===== config.mk =====
export PLATFORM = sky130hd
export DESIGN_NAME = sram_bank_ctl
export DESIGN_NICKNAME = d
export VERILOG_FILES = /design/src/rtl/sram_bank_pkg.sv /design/src/rtl/sram_arb.sv /design/src/rtl/sram_burst.sv /design/src/rtl/sram_cs_dec.sv /design/src/rtl/sram_rdpipe.sv /design/src/rtl/sram_bank_ctl.sv
export SDC_FILE = /design/constraint.sdc
export NUM_CORES = 1
export LEC_CHECK = 0
export BUFFER_PORTS_ARGS = -buffer_cell sky130_fd_sc_hd__buf_2
export CELL_PAD_IN_SITES_DETAIL_PLACEMENT = 1
export CELL_PAD_IN_SITES_GLOBAL_PLACEMENT = 1
export CORE_MARGIN = 1
export CORE_UTILIZATION = 25
export CTS_CLUSTER_DIAMETER = 150
export DETAILED_ROUTE_END_ITERATION = 6
export PLACE_DENSITY_LB_ADDON = 0.08
export RECOVER_POWER = 100
export SKIP_CTS_REPAIR_TIMING = 1
export SLEW_MARGIN = 20
export SYNTH_ARGS = -nofsm -noshare
export SYNTH_HDL_FRONTEND = slang
export SYNTH_SLANG_ARGS = --single-unit

===== constraint.sdc =====
create_clock -name clk -period 2.2 [get_ports clk]
set_input_delay 0.22 -clock clk [delete_from_list [all_inputs] [get_ports clk]]
set_output_delay 0.22 -clock clk [all_outputs]
set_load 0.02 [all_outputs]

===== src/rtl/sram_bank_pkg.sv =====
package sram_bank_pkg;
    typedef enum logic {
        CL_GFX = 1'b0,
        CL_AUD = 1'b1
    } client_e;
endpackage


===== src/rtl/sram_arb.sv =====
module sram_arb
    import sram_bank_pkg::*;
(
    input  logic    slot_free,
    input  logic    gfx_req,
    input  logic    aud_req,
    output logic    gfx_gnt,
    output logic    aud_gnt,
    output logic    load,
    output client_e pick
);
    always_comb begin
        aud_gnt = slot_free && aud_req;
        gfx_gnt = slot_free && gfx_req && !aud_req;
        load    = aud_gnt || gfx_gnt;
        pick    = aud_req ? CL_AUD : CL_GFX;
    end
endmodule


===== src/rtl/sram_burst.sv =====
module sram_burst
    import sram_bank_pkg::*;
#(
    parameter int ADDR_W = 20,
    parameter int LEN_W  = 6
) (
    input  logic              clk,
    input  logic              rst_n,
    input  logic              load,
    input  client_e           pick,
    input  logic              ld_we,
    input  logic [ADDR_W-1:0] ld_addr,
    input  logic [LEN_W-1:0]  ld_len,
    output logic              active,
    output client_e           owner,
    output logic              we,
    output logic [ADDR_W-1:0] addr,
    output logic              slot_free
);
    typedef struct packed {
        logic              active;
        client_e           owner;
        logic              we;
        logic [ADDR_W-1:0] addr;
        logic [LEN_W-1:0]  left;
    } bst_t;

    bst_t st_d, st_q;

    assign slot_free = !st_q.active || (st_q.left == '0);

    always_comb begin
        st_d = st_q;
        if (load) begin
            st_d.active = 1'b1;
            st_d.owner  = pick;
            st_d.we     = ld_we;
            st_d.addr   = ld_addr;
            st_d.left   = ld_len;
        end else if (slot_free) begin
            st_d.active = 1'b0;
        end else begin
            st_d.addr = st_q.addr + 1'b1;
            st_d.left = st_q.left - 1'b1;
        end
    end

    always_ff @(posedge clk) begin
        if (!rst_n) begin
            st_q <= '{active: 1'b0, owner: CL_GFX, we: 1'b0, addr: '0, left: '0};
        end else begin
            st_q <= st_d;
        end
    end

    assign active = st_q.active;
    assign owner  = st_q.owner;
    assign we     = st_q.we;
    assign addr   = st_q.addr;


    burst_hold_chk: assert property (@(posedge clk) disable iff (!rst_n)
        (st_q.active && st_q.left != '0) |=> (st_q.active && $stable(st_q.owner) && $stable(st_q.we)));


    addr_step_chk: assert property (@(posedge clk) disable iff (!rst_n)
        (st_q.active && st_q.left != '0) |=> (st_q.addr == $past(st_q.addr) + 1'b1));
endmodule


===== src/rtl/sram_cs_dec.sv =====
module sram_cs_dec #(
    parameter int ADDR_W    = 20,
    parameter int CHIP_BITS = 1
) (
    input  logic                        active,
    input  logic [ADDR_W-1:0]           addr,
    output logic [(2**CHIP_BITS)-1:0]   cs_n,
    output logic [ADDR_W-CHIP_BITS-1:0] row
);
    localparam int NCHIP = 2 ** CHIP_BITS;
    localparam int ROW_W = ADDR_W - CHIP_BITS;

    logic [CHIP_BITS-1:0] chip;
    assign chip = addr[ADDR_W-1 -: CHIP_BITS];
    assign row  = addr[ROW_W-1:0];

    for (genvar g = 0; g < NCHIP; g++) begin : g_cs
        assign cs_n[g] = !(active && (chip == CHIP_BITS'(g)));
    end
endmodule


===== src/rtl/sram_rdpipe.sv =====
module sram_rdpipe
    import sram_bank_pkg::*;
#(
    parameter int DATA_W = 36
) (
    input  logic              clk,
    input  logic              rst_n,
    input  logic              issue_rd,
    input  client_e           issue_tag,
    input  logic [DATA_W-1:0] din,
    output logic              rd_valid,
    output client_e           rd_tag,
    output logic [DATA_W-1:0] rd_data
);
    typedef struct packed {
        logic    valid;
        client_e tag;
    } rp_t;

    rp_t rp_d, rp_q;

    always_comb begin
        rp_d.valid = issue_rd;
        rp_d.tag   = issue_rd ? issue_tag : rp_q.tag;
    end

    always_ff @(posedge clk) begin
        if (!rst_n) begin
            rp_q <= '{valid: 1'b0, tag: CL_GFX};
        end else begin
            rp_q <= rp_d;
        end
    end

    assign rd_valid = rp_q.valid;
    assign rd_tag   = rp_q.tag;
    assign rd_data  = din;


    rd_align_chk: assert property (@(posedge clk) disable iff (!rst_n)
        issue_rd |=> (rd_valid && rd_tag == $past(issue_tag)));
endmodule


===== src/rtl/sram_bank_ctl.sv =====
module sram_bank_ctl
    import sram_bank_pkg::*;
#(
    parameter int ADDR_W    = 20,
    parameter int DATA_W    = 36,
    parameter int LEN_W     = 6,
    parameter int CHIP_BITS = 1
) (
    input  logic                            clk,
    input  logic                            rst_n,
    input  logic                            gfx_req,
    input  logic                            gfx_we,
    input  logic [ADDR_W-1:0]               gfx_addr,
    input  logic [LEN_W-1:0]                gfx_len,
    input  logic [DATA_W-1:0]               gfx_wdata,
    output logic                            gfx_gnt,
    output logic                            gfx_wbeat,
    input  logic                            aud_req,
    input  logic                            aud_we,
    input  logic [ADDR_W-1:0]               aud_addr,
    input  logic [LEN_W-1:0]                aud_len,
    input  logic [DATA_W-1:0]               aud_wdata,
    output logic                            aud_gnt,
    output logic                            aud_wbeat,
    output logic                            rd_valid,
    output logic                            rd_tag,
    output logic [DATA_W-1:0]               rd_data,
    output logic [(2**CHIP_BITS)-1:0]       sram_cs_n,
    output logic                            sram_we_n,
    output logic [ADDR_W-CHIP_BITS-1:0]     sram_addr,
    output logic                            sram_doe,
    output logic [DATA_W-1:0]               sram_dout,
    input  logic [DATA_W-1:0]               sram_din
);
    logic              slot_free, load, ld_we;
    client_e           pick, b_owner, r_tag;
    logic [ADDR_W-1:0] ld_addr, b_addr;
    logic [LEN_W-1:0]  ld_len;
    logic              b_active, b_we;

    sram_arb u_arb (
        .slot_free (slot_free),
        .gfx_req   (gfx_req),
        .aud_req   (aud_req),
        .gfx_gnt   (gfx_gnt),
        .aud_gnt   (aud_gnt),
        .load      (load),
        .pick      (pick)
    );

    always_comb begin
        ld_we   = (pick == CL_AUD) ? aud_we   : gfx_we;
        ld_addr = (pick == CL_AUD) ? aud_addr : gfx_addr;
        ld_len  = (pick == CL_AUD) ? aud_len  : gfx_len;
    end

    sram_burst #(.ADDR_W(ADDR_W), .LEN_W(LEN_W)) u_burst (
        .clk       (clk),
        .rst_n     (rst_n),
        .load      (load),
        .pick      (pick),
        .ld_we     (ld_we),
        .ld_addr   (ld_addr),
        .ld_len    (ld_len),
        .active    (b_active),
        .owner     (b_owner),
        .we        (b_we),
        .addr      (b_addr),
        .slot_free (slot_free)
    );

    sram_cs_dec #(.ADDR_W(ADDR_W), .CHIP_BITS(CHIP_BITS)) u_dec (
        .active (b_active),
        .addr   (b_addr),
        .cs_n   (sram_cs_n),
        .row    (sram_addr)
    );

    sram_rdpipe #(.DATA_W(DATA_W)) u_rd (
        .clk       (clk),
        .rst_n     (rst_n),
        .issue_rd  (b_active && !b_we),
        .issue_tag (b_owner),
        .din       (sram_din),
        .rd_valid  (rd_valid),
        .rd_tag    (r_tag),
        .rd_data   (rd_data)
    );
    assign rd_tag = r_tag;

    always_comb begin
        sram_doe  = b_active && b_we;
        sram_we_n = !sram_doe;
        gfx_wbeat = sram_doe && (b_owner == CL_GFX);
        aud_wbeat = sram_doe && (b_owner == CL_AUD);
        sram_dout = !sram_doe ? '0 : ((b_owner == CL_AUD) ? aud_wdata : gfx_wdata);
    end


    aud_wins_chk: assert property (@(posedge clk) disable iff (!rst_n)
        aud_gnt |=> (b_active && b_owner == CL_AUD));


    wr_beat_chk: assert property (@(posedge clk) disable iff (!rst_n)
        (gfx_wbeat || aud_wbeat) |-> (!sram_we_n && sram_doe && !(&sram_cs_n)));
endmodule


==> results.py, run 1 <==
metrics = {
    "grt": {
        "grt_first_pass_wirelength_um": 18800,
        "grt_start_max_net_pins": 40,
        "grt_antenna_before_repair": 0,
        "grt-ovfl-total": 0,
        "grt_pass1_vias": 3605,
        "track_usage_pct": 19.1,
    },
    "routing": {
        "remaining_drc_errors": 0,
        "dr.pass1.iters": 4,
        "viasPerCell": 4.97,
        "dr_total_vias": 3383,
        "routed_wl_um": 12100,
        "drt_iter0_drc": 113,
        "wl_per_cell_um": 17.8,
        "ant_nets": 0,
    },
    "timing": {
        "setup_viol": 0,
        "slew_violations": 0,
        "setup_tns_ns": 0,
        "maxSlewHeadroom_pct": 64.8,
        "post-route-period-util_pct": 93.0,
        "max_freq_mhz": 489,
        "hold_viol_final": 0,
        "period_needed_ns": 2.05,
        "fin_hold_ws_ns": 0.284,
        "rsz0062_at_grt": "no",
        "finClkSkew_ns": 0.00923,
        "worst_pin_slew_ns": 0.528,
    },
    "critical_path": {
        "slowest_stage": "or3_4",
        "r2r_slack_ns": 0.20,
        "r2r_start": "u_burst.st_q[2]",
        "r2r_cells": 5,
        "rr_endpoint": "u_burst.st_q[4]",
        "crit_end": "aud_gnt",
        "arrival_ns": 1.83,
        "critPathCaptureType": "primary output",
        "worst-setup-path-type": "flop to primary output",
        "cp_num_cells": 4,
        "required_ns": 1.98,
        "max_stage_delay_ns": 0.44,
        "crit_start": "u_burst.st_q[2]",
        "path_buf_inv": 1,
        "worstPathMaxFanout": 26,
        "crit_family": "simple AND/OR/NAND/NOR gates",
        "path_cells": "or3_4 -> o21a_4 -> nor2_1 -> clkbuf_2",
        "critPathLaunchType": "flop",
    },
    "placement": {
        "place_congestion": 0.769,
        "io_buffer_count": 194,
        "dp_hpwl_um": 9770,
    },
    "layout": {
        "fillers": 1486,
        "synthToLayoutAreaGrowth_pct": 28.0,
        "post-route-util_pct": 33.5,
        "nNetsFinal": 706,
        "drive_gt1_share_pct": 37.7,
        "antenna_cells": 0,
    },
    "job": {
        "cap_violations": 0,
    },
    "yosys": {
        "synth_edf_count": 0,
        "synth-seq-cells": 31,
        "synth_async_sr_flop_share_pct": 0,
        "synth_xor_area_share_pct": 1.15,
        "yosysSeqAreaShare_pct": 20.4,
        "synth.area.mux_share_pct": 16.6,
        "synth_compound_area_share_pct": 20.0,
        "dominantRegCellSynth": "dfxtp_1",
        "synth_top_family_by_area": "simple AND/OR/NAND/NOR gates",
        "avgSynthCellArea_um2": 7.58,
        "synth_warnings": 0,
        "synth-simple-area-share_pct": 22.5,
        "synth_cells": 402,
        "synth_nets": 571,
        "synth_cell_types": 54,
        "syn-cell-area_um2": 3050,
        "synth_fa_ha_area_share_pct": 1.23,
    },
    "cts": {
        "clk_pin_slew_ns": 0.06,
        "cts.sinks": 31,
        "ctsRootBufferMaster": "clkbuf_16",
        "clk-insertion-delay-late_ns": 0.27,
        "cts_buffers": 5,
        "clockBufferDepth": 2,
        "cts_htree_levels": 2,
        "cts_tree": "done",
    },
    "die": {
        "initial_core_util_pct": 26.1,
        "die_h_um": 112,
        "io_pins": 267,
        "dieArea_um2": 12600,
        "rows": 39,
        "die_width_um": 112,
        "core_um2": 11700,
    },
    "hold_path": {
        "min_path_cells": 3,
        "worstHoldPathType": "primary input to flop",
    },
    "power_and_ir_drop": {
        "powerDensity_nw_per_um2": 596,
        "p_leak_nw": 1.80,
        "vdd_ir_drop_max_v": 0.000298,
    },
    "outcome": {
        "status": "complete, no violations",
    },
}
-- logic make-up after synthesis --
| logic type | Yosys count |
|---|---|
| adders and majority gates | 3 |
| DFF | 31 |
| and+or+nand+nor | 141 |
| muxes | 50 |
| buffers and inverters | 88 |
| AOI/OAI and AO/OA | 85 |
| xor gates and xnor gates | 4 |
-- state kept, by name (all words and copies together) (netlist names) --
signal,cells
u_burst.owner,1
u_burst.st_q,6
u_burst.we,1
u_rd.rd_valid,1
u_burst.active,1
u_rd.rd_tag,1
u_burst.addr,20
-- report_power, final --
| group | leakage (nW) | total, W | internal [W] | switching, W |
|---|---|---|---|---|
| Clock | 0.0761 | 0.000744 | 0.000481 | 0.000262 |
| Combinational | 1.46 | 0.000859 | 0.000363 | 0.000496 |
| Sequential | 0.257 | 0.000723 | 0.000631 | 0.0000916 |
-- cells in the mapped netlist, types with 2 or more instances --
master	instances	share of area, %
o211ai_1	7	1.7
nand2b_1	6	1.2
a22o_1	2	0.57
a211o_1	2	0.57
o22ai_1	8	1.6
a21oi_1	13	2.1
o31a_1	2	0.57
nand2_1	25	3.1
nor2b_1	3	0.62
mux2_2	4	1.5
o21ai_0	16	2.6
a31oi_1	2	0.41
a21boi_1	2	0.49
buf_1	3	0.37
mux2i_1	46	15
and3_1	9	1.8
o21a_1	3	0.74
a211oi_1	3	0.74
ha_1	3	1.2
clkbuf_1	14	1.7
nand4_1	7	1.4
nor2_1	54	6.7
a22oi_1	4	0.99
inv_1	6	0.74
and2_1	6	1.2
or3_1	2	0.41
a311oi_1	2	0.57
buf_4	56	14
and4_1	2	0.57
nand3_1	12	2.0
nor3_1	10	1.6
dfxtp_1	31	20
buf_2	7	1.1
a21boi_0	6	1.5
xnor2_1	3	0.86
o211a_1	3	0.99
-- metal layers --
layer / part of all wire [%] / vias to the layer above / track usage [%] / wire length, µm
met3: 5.0 / 30 / 3.62 / 607
met1: 40 / 1594 / 20.9 / 4830
met4: 2.0 / 0 / 5.24 / 242
li1: - / 1638 / - / -
met2: 53 / 121 / 37.0 / 6460
met5: 0 / - / 0 / 0
-- metrics by stage --
| stage | instances | total power (W) | setup slack (ns) | area (µm²) |
|---|---|---|---|---|
| after CTS | 681 | 0.00238 | 0.139 | 3950 |
| after detailed placement | 673 | 0.00163 | 0.320 | 3790 |
| after floorplan | 402 | 0.00142 | 0.478 | 3050 |
| final | 681 | 0.00233 | 0.154 | 3900 |
| after global routing | 681 | 0.00248 | 0.0410 | 3900 |
| after global placement | 673 | 0.00161 | 0.366 | 3790 |
-- cells in the final DEF (no fill, tap or decap), drive strengths merged, types with 4 or more instances in the layout --
master / netlist / layout
mux2: 4 / 4
clkbuf: 14 / 75
o22ai: 8 / 8
nor3: 11 / 11
a21boi: 8 / 8
nand3: 12 / 12
o21ai: 18 / 18
and3: 9 / 9
nor2: 54 / 54
buf: 67 / 141
a22oi: 4 / 4
nand2b: 6 / 6
mux2i: 46 / 46
nand2: 25 / 25
dfxtp: 31 / 31
a21oi: 13 / 13
inv: 6 / 6
o211ai: 7 / 7
o21a: 4 / 4
and2: 6 / 6
nand4: 7 / 7
-- worst min-delay path by stage --
| stage | slack [ns] | endpoint | start |
|---|---|---|---|
| global route | 0.33 | u_burst.addr[1] | aud_addr[1] |
| floorplan | 0.37 | u_burst.st_q[2] | rst_n |
| CTS | 0.28 | u_burst.addr[0] | gfx_addr[0] |
| detailed placement | 0.44 | rd_data[0] | sram_din[0] |
| global placement | 0.44 | rd_data[0] | sram_din[0] |
| finish | 0.28 | u_burst.addr[0] | gfx_addr[0] |
-- layout make-up --
type	count	area, µm²	share of cell area (%)
Clock buffer	7	153	3.91
Timing Repair Buffer	209	1050	27.0
Inverter	7	26.3	0.674
Multi-Input combinational cell	283	1860	47.7
Sequential cell	31	622	15.9
Tap cell	143	179	4.59
Clock inverter	1	7.51	0.192
-- tightest hold or removal path, cell delays in order --
cell and delay (ns):
buf_2 0.09, o21ai_0 0.08, a21oi_1 0.13
(Power assumes the default switching activity.)
==> inputs of run 2 (changes only) <==
- CORE_ASPECT_RATIO: unset -> 1.2
==> results.py, run 2 (synthesized netlist as in run 1, its figures left out) <==
metrics = {
    "outcome": {
        "status": "complete, no violations",
    },
    "layout": {
        "largest_reg_flops": 20,
        "layout_common_cells": "buf_2, clkbuf_1, nor2_1, mux2i_1, dfxtp_1",
        "drive_gt1_share_pct": 32.1,
        "fin_cells": 696,
        "synthToLayoutAreaGrowth_pct": 27.5,
        "antenna_cells": 0,
        "mostFrequentLayoutCell": "buf_2",
        "nNetsFinal": 707,
    },
    "critical_path": {
        "critPathCaptureType": "primary output",
        "critPathLaunchType": "flop",
        "required_ns": 1.98,
        "arrival_ns": 1.85,
        "worst-setup-path-type": "flop to primary output",
        "worstPathMaxFanout": 26,
    },
    "cts": {
        "cts_buffers": 5,
        "clk_pin_slew_ns": 0.05,
        "clk-insertion-delay-late_ns": 0.27,
        "clockBufferDepth": 2,
        "ctsRootBufferMaster": "clkbuf_16",
        "cts.sinks": 31,
        "cts_htree_levels": 2,
        "cts_tree": "done",
    },
    "grt": {
        "grt_first_pass_wirelength_um": 18300,
        "grt_pass1_vias": 3566,
        "grt_start_max_net_pins": 29,
        "grtUsageMet3_pct": 5.20,
        "grt_antenna_before_repair": 0,
        "busiest_layer": "met2",
        "grt-ovfl-total": 0,
        "track_usage_pct": 18.9,
        "met2_usage_pct": 35.3,
        "use_met1_pct": 20.6,
    },
    "timing": {
        "post-route-period-util_pct": 94.2,
        "worst_slack_ns": 0.128,
        "period_needed_ns": 2.07,
        "finClkSkew_ns": 0.00483,
        "fin_hold_ws_ns": 0.282,
        "max_freq_mhz": 483,
        "setup_viol": 0,
        "slew_violations": 0,
        "maxSlewHeadroom_pct": 56.3,
        "worst_pin_slew_ns": 0.654,
        "hold_viol_final": 0,
        "rsz0062_at_grt": "no",
        "setup_tns_ns": 0,
    },
    "placement": {
        "io_buffer_count": 194,
        "place_congestion": 0.821,
        "dp.cells": 688,
        "pre_cts_slack_ns": 0.335,
        "dp_hpwl_um": 9730,
    },
    "die": {
        "die_width_um": 103,
        "io_pins": 267,
        "initial_core_util_pct": 26.0,
        "rows": 43,
        "die_h_um": 123,
        "core_um2": 11700,
        "dieArea_um2": 12600,
    },
    "routing": {
        "wl_per_cell_um": 17.1,
        "viasPerCell": 4.88,
        "drt_iter0_drc": 119,
        "dr_total_vias": 3395,
        "remaining_drc_errors": 0,
        "dr.pass1.iters": 4,
        "ant_nets": 0,
        "routed_wl_um": 11900,
    },
    "power_and_ir_drop": {
        "seq_power_share_pct": 31.6,
        "powerDensity_nw_per_um2": 592,
        "clockPowerShare_pct": 31.9,
        "power_switching_w": 0.000837,
        "p_comb_share_pct": 36.5,
        "p_leak_nw": 1.71,
        "swShare_pct": 36.4,
        "p_int_w": 0.00146,
        "vdd_ir_drop_max_v": 0.000316,
    },
    "hold_path": {
        "worstHoldPathType": "primary input to flop",
    },
    "job": {
        "cap_violations": 0,
    },
}
[run 2: layout make-up]
type / count / area [µm²]
clock buffer: 8 / 156
tap: 157 / 196
sequential: 31 / 621
timing repair buffer: 210 / 1020
fill: 1554 / 7840
multi-input combinational: 283 / 1860
inverter: 7 / 26.3
[run 2: critical path, stage by stage (launching register included)]
cell and delay (ns):
dfxtp_1 0.34, or3_1 0.49, o21a_4 0.36, nor2_1 0.17, buf_2 0.21
[run 2: metrics by stage]
step / utilization, % / cell area (µm²) / total power (W)
2_1_floorplan: - / 3050 / 0.00142
3_3_place_gp: 32.6 / 3820 / 0.00161
3_5_place_dp: 32.6 / 3820 / 0.00163
4_1_cts: 33.9 / 3980 / 0.00237
5_1_grt: 33.1 / 3880 / 0.00246
6_report: 33.1 / 3880 / 0.00230
[run 2: power groups by stage]
stage          Clock, W  Sequential (W)  Combinational [W]
2_1_floorplan         0        0.000705           0.000713
6_report       0.000734        0.000727           0.000840
3_5_place_dp          0        0.000739           0.000886
4_1_cts        0.000751        0.000728           0.000889
5_1_grt        0.000782        0.000742           0.000933
3_3_place_gp          0        0.000737           0.000875
[run 2: path summary, 6_finish.rpt]
kind,from,endpoint,slack (ns),depth (start not counted)
max reg2reg,u_burst.st_q[2],u_burst.st_q[2],0.16,6
max,u_burst.st_q[2],aud_gnt,0.13,4
min reg2reg,u_burst.st_q[5],u_burst.st_q[5],0.52,1
min,aud_addr[1],u_burst.addr[1],0.28,3
[run 2: metal layers]
metal / vias up / share of wire [%]
met2: 145 / 51
met4: 0 / 1.8
met3: 24 / 7.8
li1: 1639 / -
met5: - / 0
met1: 1587 / 39
==> inputs of run 3 (changes only) <==
- ABC_AREA: unset -> 1
- CORE_MARGIN: 1 -> 10
==> results.py, run 3 <==
metrics = {
    "cts": {
        "cts_buffers": 5,
        "cts.sinks": 31,
        "ctsRootBufferMaster": "clkbuf_16",
        "cts_tree": "done",
        "clockBufferDepth": 2,
        "clk-insertion-delay-late_ns": 0.28,
        "cts_htree_levels": 2,
        "clk_pin_slew_ns": 0.06,
    },
    "routing": {
        "ant_nets": 0,
        "remaining_drc_errors": 0,
        "dr_total_vias": 3487,
        "routed_wl_um": 14800,
        "dr.pass1.iters": 4,
        "viasPerCell": 4.74,
        "wl_per_cell_um": 20.1,
        "drt_iter0_drc": 126,
    },
    "timing": {
        "rsz0062_at_grt": "no",
        "worst_pin_slew_ns": 1.28,
        "hold_viol_final": 0,
        "period_needed_ns": 2.02,
        "slew_violations": 0,
        "worst_slack_ns": 0.183,
        "max_freq_mhz": 496,
        "post-route-period-util_pct": 91.7,
        "finClkSkew_ns": 0.00785,
        "setup_viol": 0,
        "maxSlewHeadroom_pct": 14.7,
        "setup_tns_ns": 0,
    },
    "critical_path": {
        "r2r_slack_ns": 0.26,
        "worstPathMaxFanout": 18,
        "r2r_cells": 10,
        "crit_end": "gfx_gnt",
        "r2r_start": "u_burst.st_q[0]",
        "critPathLaunchType": "flop",
        "rr_endpoint": "u_burst.addr[5]",
        "arrival_ns": 1.80,
        "critPathCaptureType": "primary output",
        "crit_start": "u_burst.st_q[0]",
        "worst-setup-path-type": "flop to primary output",
        "required_ns": 1.98,
    },
    "yosys": {
        "synth_async_sr_flop_share_pct": 0,
        "synth-seq-cells": 31,
        "synth_cells": 437,
        "synth_top_cell_area_share_pct": 20.2,
        "synth_edf_count": 0,
        "yosys-top-cells-area": "dfxtp_1, buf_4, nand2_1, a22o_1, mux2_2",
        "post-synth-top-count-cell": "nand2_1",
        "dominantRegCellSynth": "dfxtp_1",
        "yosysTopAreaCell": "dfxtp_1",
        "avgSynthCellArea_um2": 7.02,
        "syn-cell-area_um2": 3070,
        "synth_warnings": 0,
        "yosys-top-cells-count": "nand2_1, buf_4, inv_1",
        "synth_nets": 606,
        "synth_cell_types": 31,
        "yosysSeqAreaShare_pct": 20.2,
    },
    "outcome": {
        "status": "complete, no violations",
    },
    "grt": {
        "grt_antenna_before_repair": 0,
        "grt-ovfl-total": 0,
        "track_usage_pct": 16.2,
        "grt_pass1_vias": 3665,
        "grt_first_pass_wirelength_um": 21900,
        "grt_start_max_net_pins": 38,
    },
    "die": {
        "io_pins": 267,
        "rows": 44,
        "die_width_um": 121,
        "core_um2": 12100,
        "die_h_um": 141,
        "initial_core_util_pct": 25.4,
        "dieArea_um2": 17100,
    },
    "layout": {
        "antenna_cells": 0,
        "fin_cells": 736,
        "nNetsFinal": 744,
        "seqCellArea_um2": 621,
        "synthToLayoutAreaGrowth_pct": 26.2,
        "fillers": 1595,
        "multi_input_area_um2": 1740,
        "largest_reg_flops": 20,
        "fin_area_um2": 3870,
        "mostFrequentLayoutCell": "buf_2",
        "layout_common_cells": "buf_2, nand2_1, clkbuf_1, inv_1, a22o_1",
        "drive_gt1_share_pct": 34.4,
    },
    "placement": {
        "placed_area_um2": 3790,
        "place_congestion": 0.875,
        "dp.cells": 729,
        "dp_hpwl_um": 12400,
        "io_buffer_count": 194,
        "pre_cts_slack_ns": 0.291,
    },
    "power_and_ir_drop": {
        "p_leak_nw": 1.93,
        "vdd_ir_drop_max_v": 0.000280,
        "powerDensity_nw_per_um2": 716,
        "total_power_w": 0.00277,
    },
    "job": {
        "cap_violations": 0,
    },
    "hold_path": {
        "worstHoldPathType": "primary input to flop",
    },
}
==> run 3: cell count changes in the layout (fill, tap and decap cells not counted), sizes merged, moves of 12 or more <==
cell,before,now
a22o,2,36
inv,6,38
mux2,4,16
mux2i,46,10
nand2,25,95
nand3,12,34
nor2,54,33
==> run 3: where the power goes <==
group | leakage (nW) | switching, W | internal [W]
logic | 1.60 | 0.000771 | 0.000459
clock network | 0.0727 | 0.000253 | 0.000442
registers | 0.257 | 0.000169 | 0.000677
total | 1.93 | 0.00119 | 0.00158
==> run 3: how the worst min path moves through the flow <==
stage / from / endpoint / slack, ns / depth (start not counted)
final: gfx_len[1] / u_burst.st_q[1] / 0.23 / 3
after global routing: gfx_we / u_burst.we / 0.28 / 3
after CTS: gfx_len[1] / u_burst.st_q[1] / 0.24 / 3
after detailed placement: sram_din[10] / rd_data[10] / 0.44 / 0
after global placement: sram_din[10] / rd_data[10] / 0.44 / 0
after floorplan: gfx_we / u_burst.we / 0.42 / 2
==> run 3: stage by stage <==
step | utilization, % | hold WS (ns)
2_1_floorplan | - | 0.417
3_3_place_gp | 31.4 | 0.440
4_1_cts | 32.6 | 0.236
3_5_place_dp | 31.4 | 0.440
5_1_grt | 32.1 | 0.281
6_report | 32.1 | 0.234
==> run 3: layer usage <==
metal  part of all wire (%)  wire length (µm)  GRT usage [%]
met1                     41              6070           18.7
met2                     47              7030           27.8
met3                     11              1560           6.27
met4                    1.0               154           3.05
met5                      0                 0              0
==> run 3: final cells by class <==
class | instances | share of cell area [%]
inverters | 39 | 3.78
well taps | 161 | 5.20
flip-flops and latches | 31 | 16.0
multi-input cells | 293 | 44.9
clock buffers | 6 | 3.59
clock inverters | 1 | 0.129
repair buffers | 205 | 26.3
==> run 3: cell families after synthesis <==
| group | share of synthesized area, % |
|---|---|
| mux | 9.14 |
| flops | 20.2 |
| compound gates | 18.9 |
| simple gates | 24.4 |
| xor+xnor | 3.14 |
| fa+ha+maj | 1.22 |
| buf+inv | 22.9 |
==> run 3: worst max-delay path: stages, from the launching register on <==
cell and delay, ns:
dfxtp_1 0.31, inv_1 0.13, ha_1 0.17, nand3_1 0.11
nand2_4 0.23, nand2_1 0.15, nor2_1 0.16, clkbuf_1 0.25
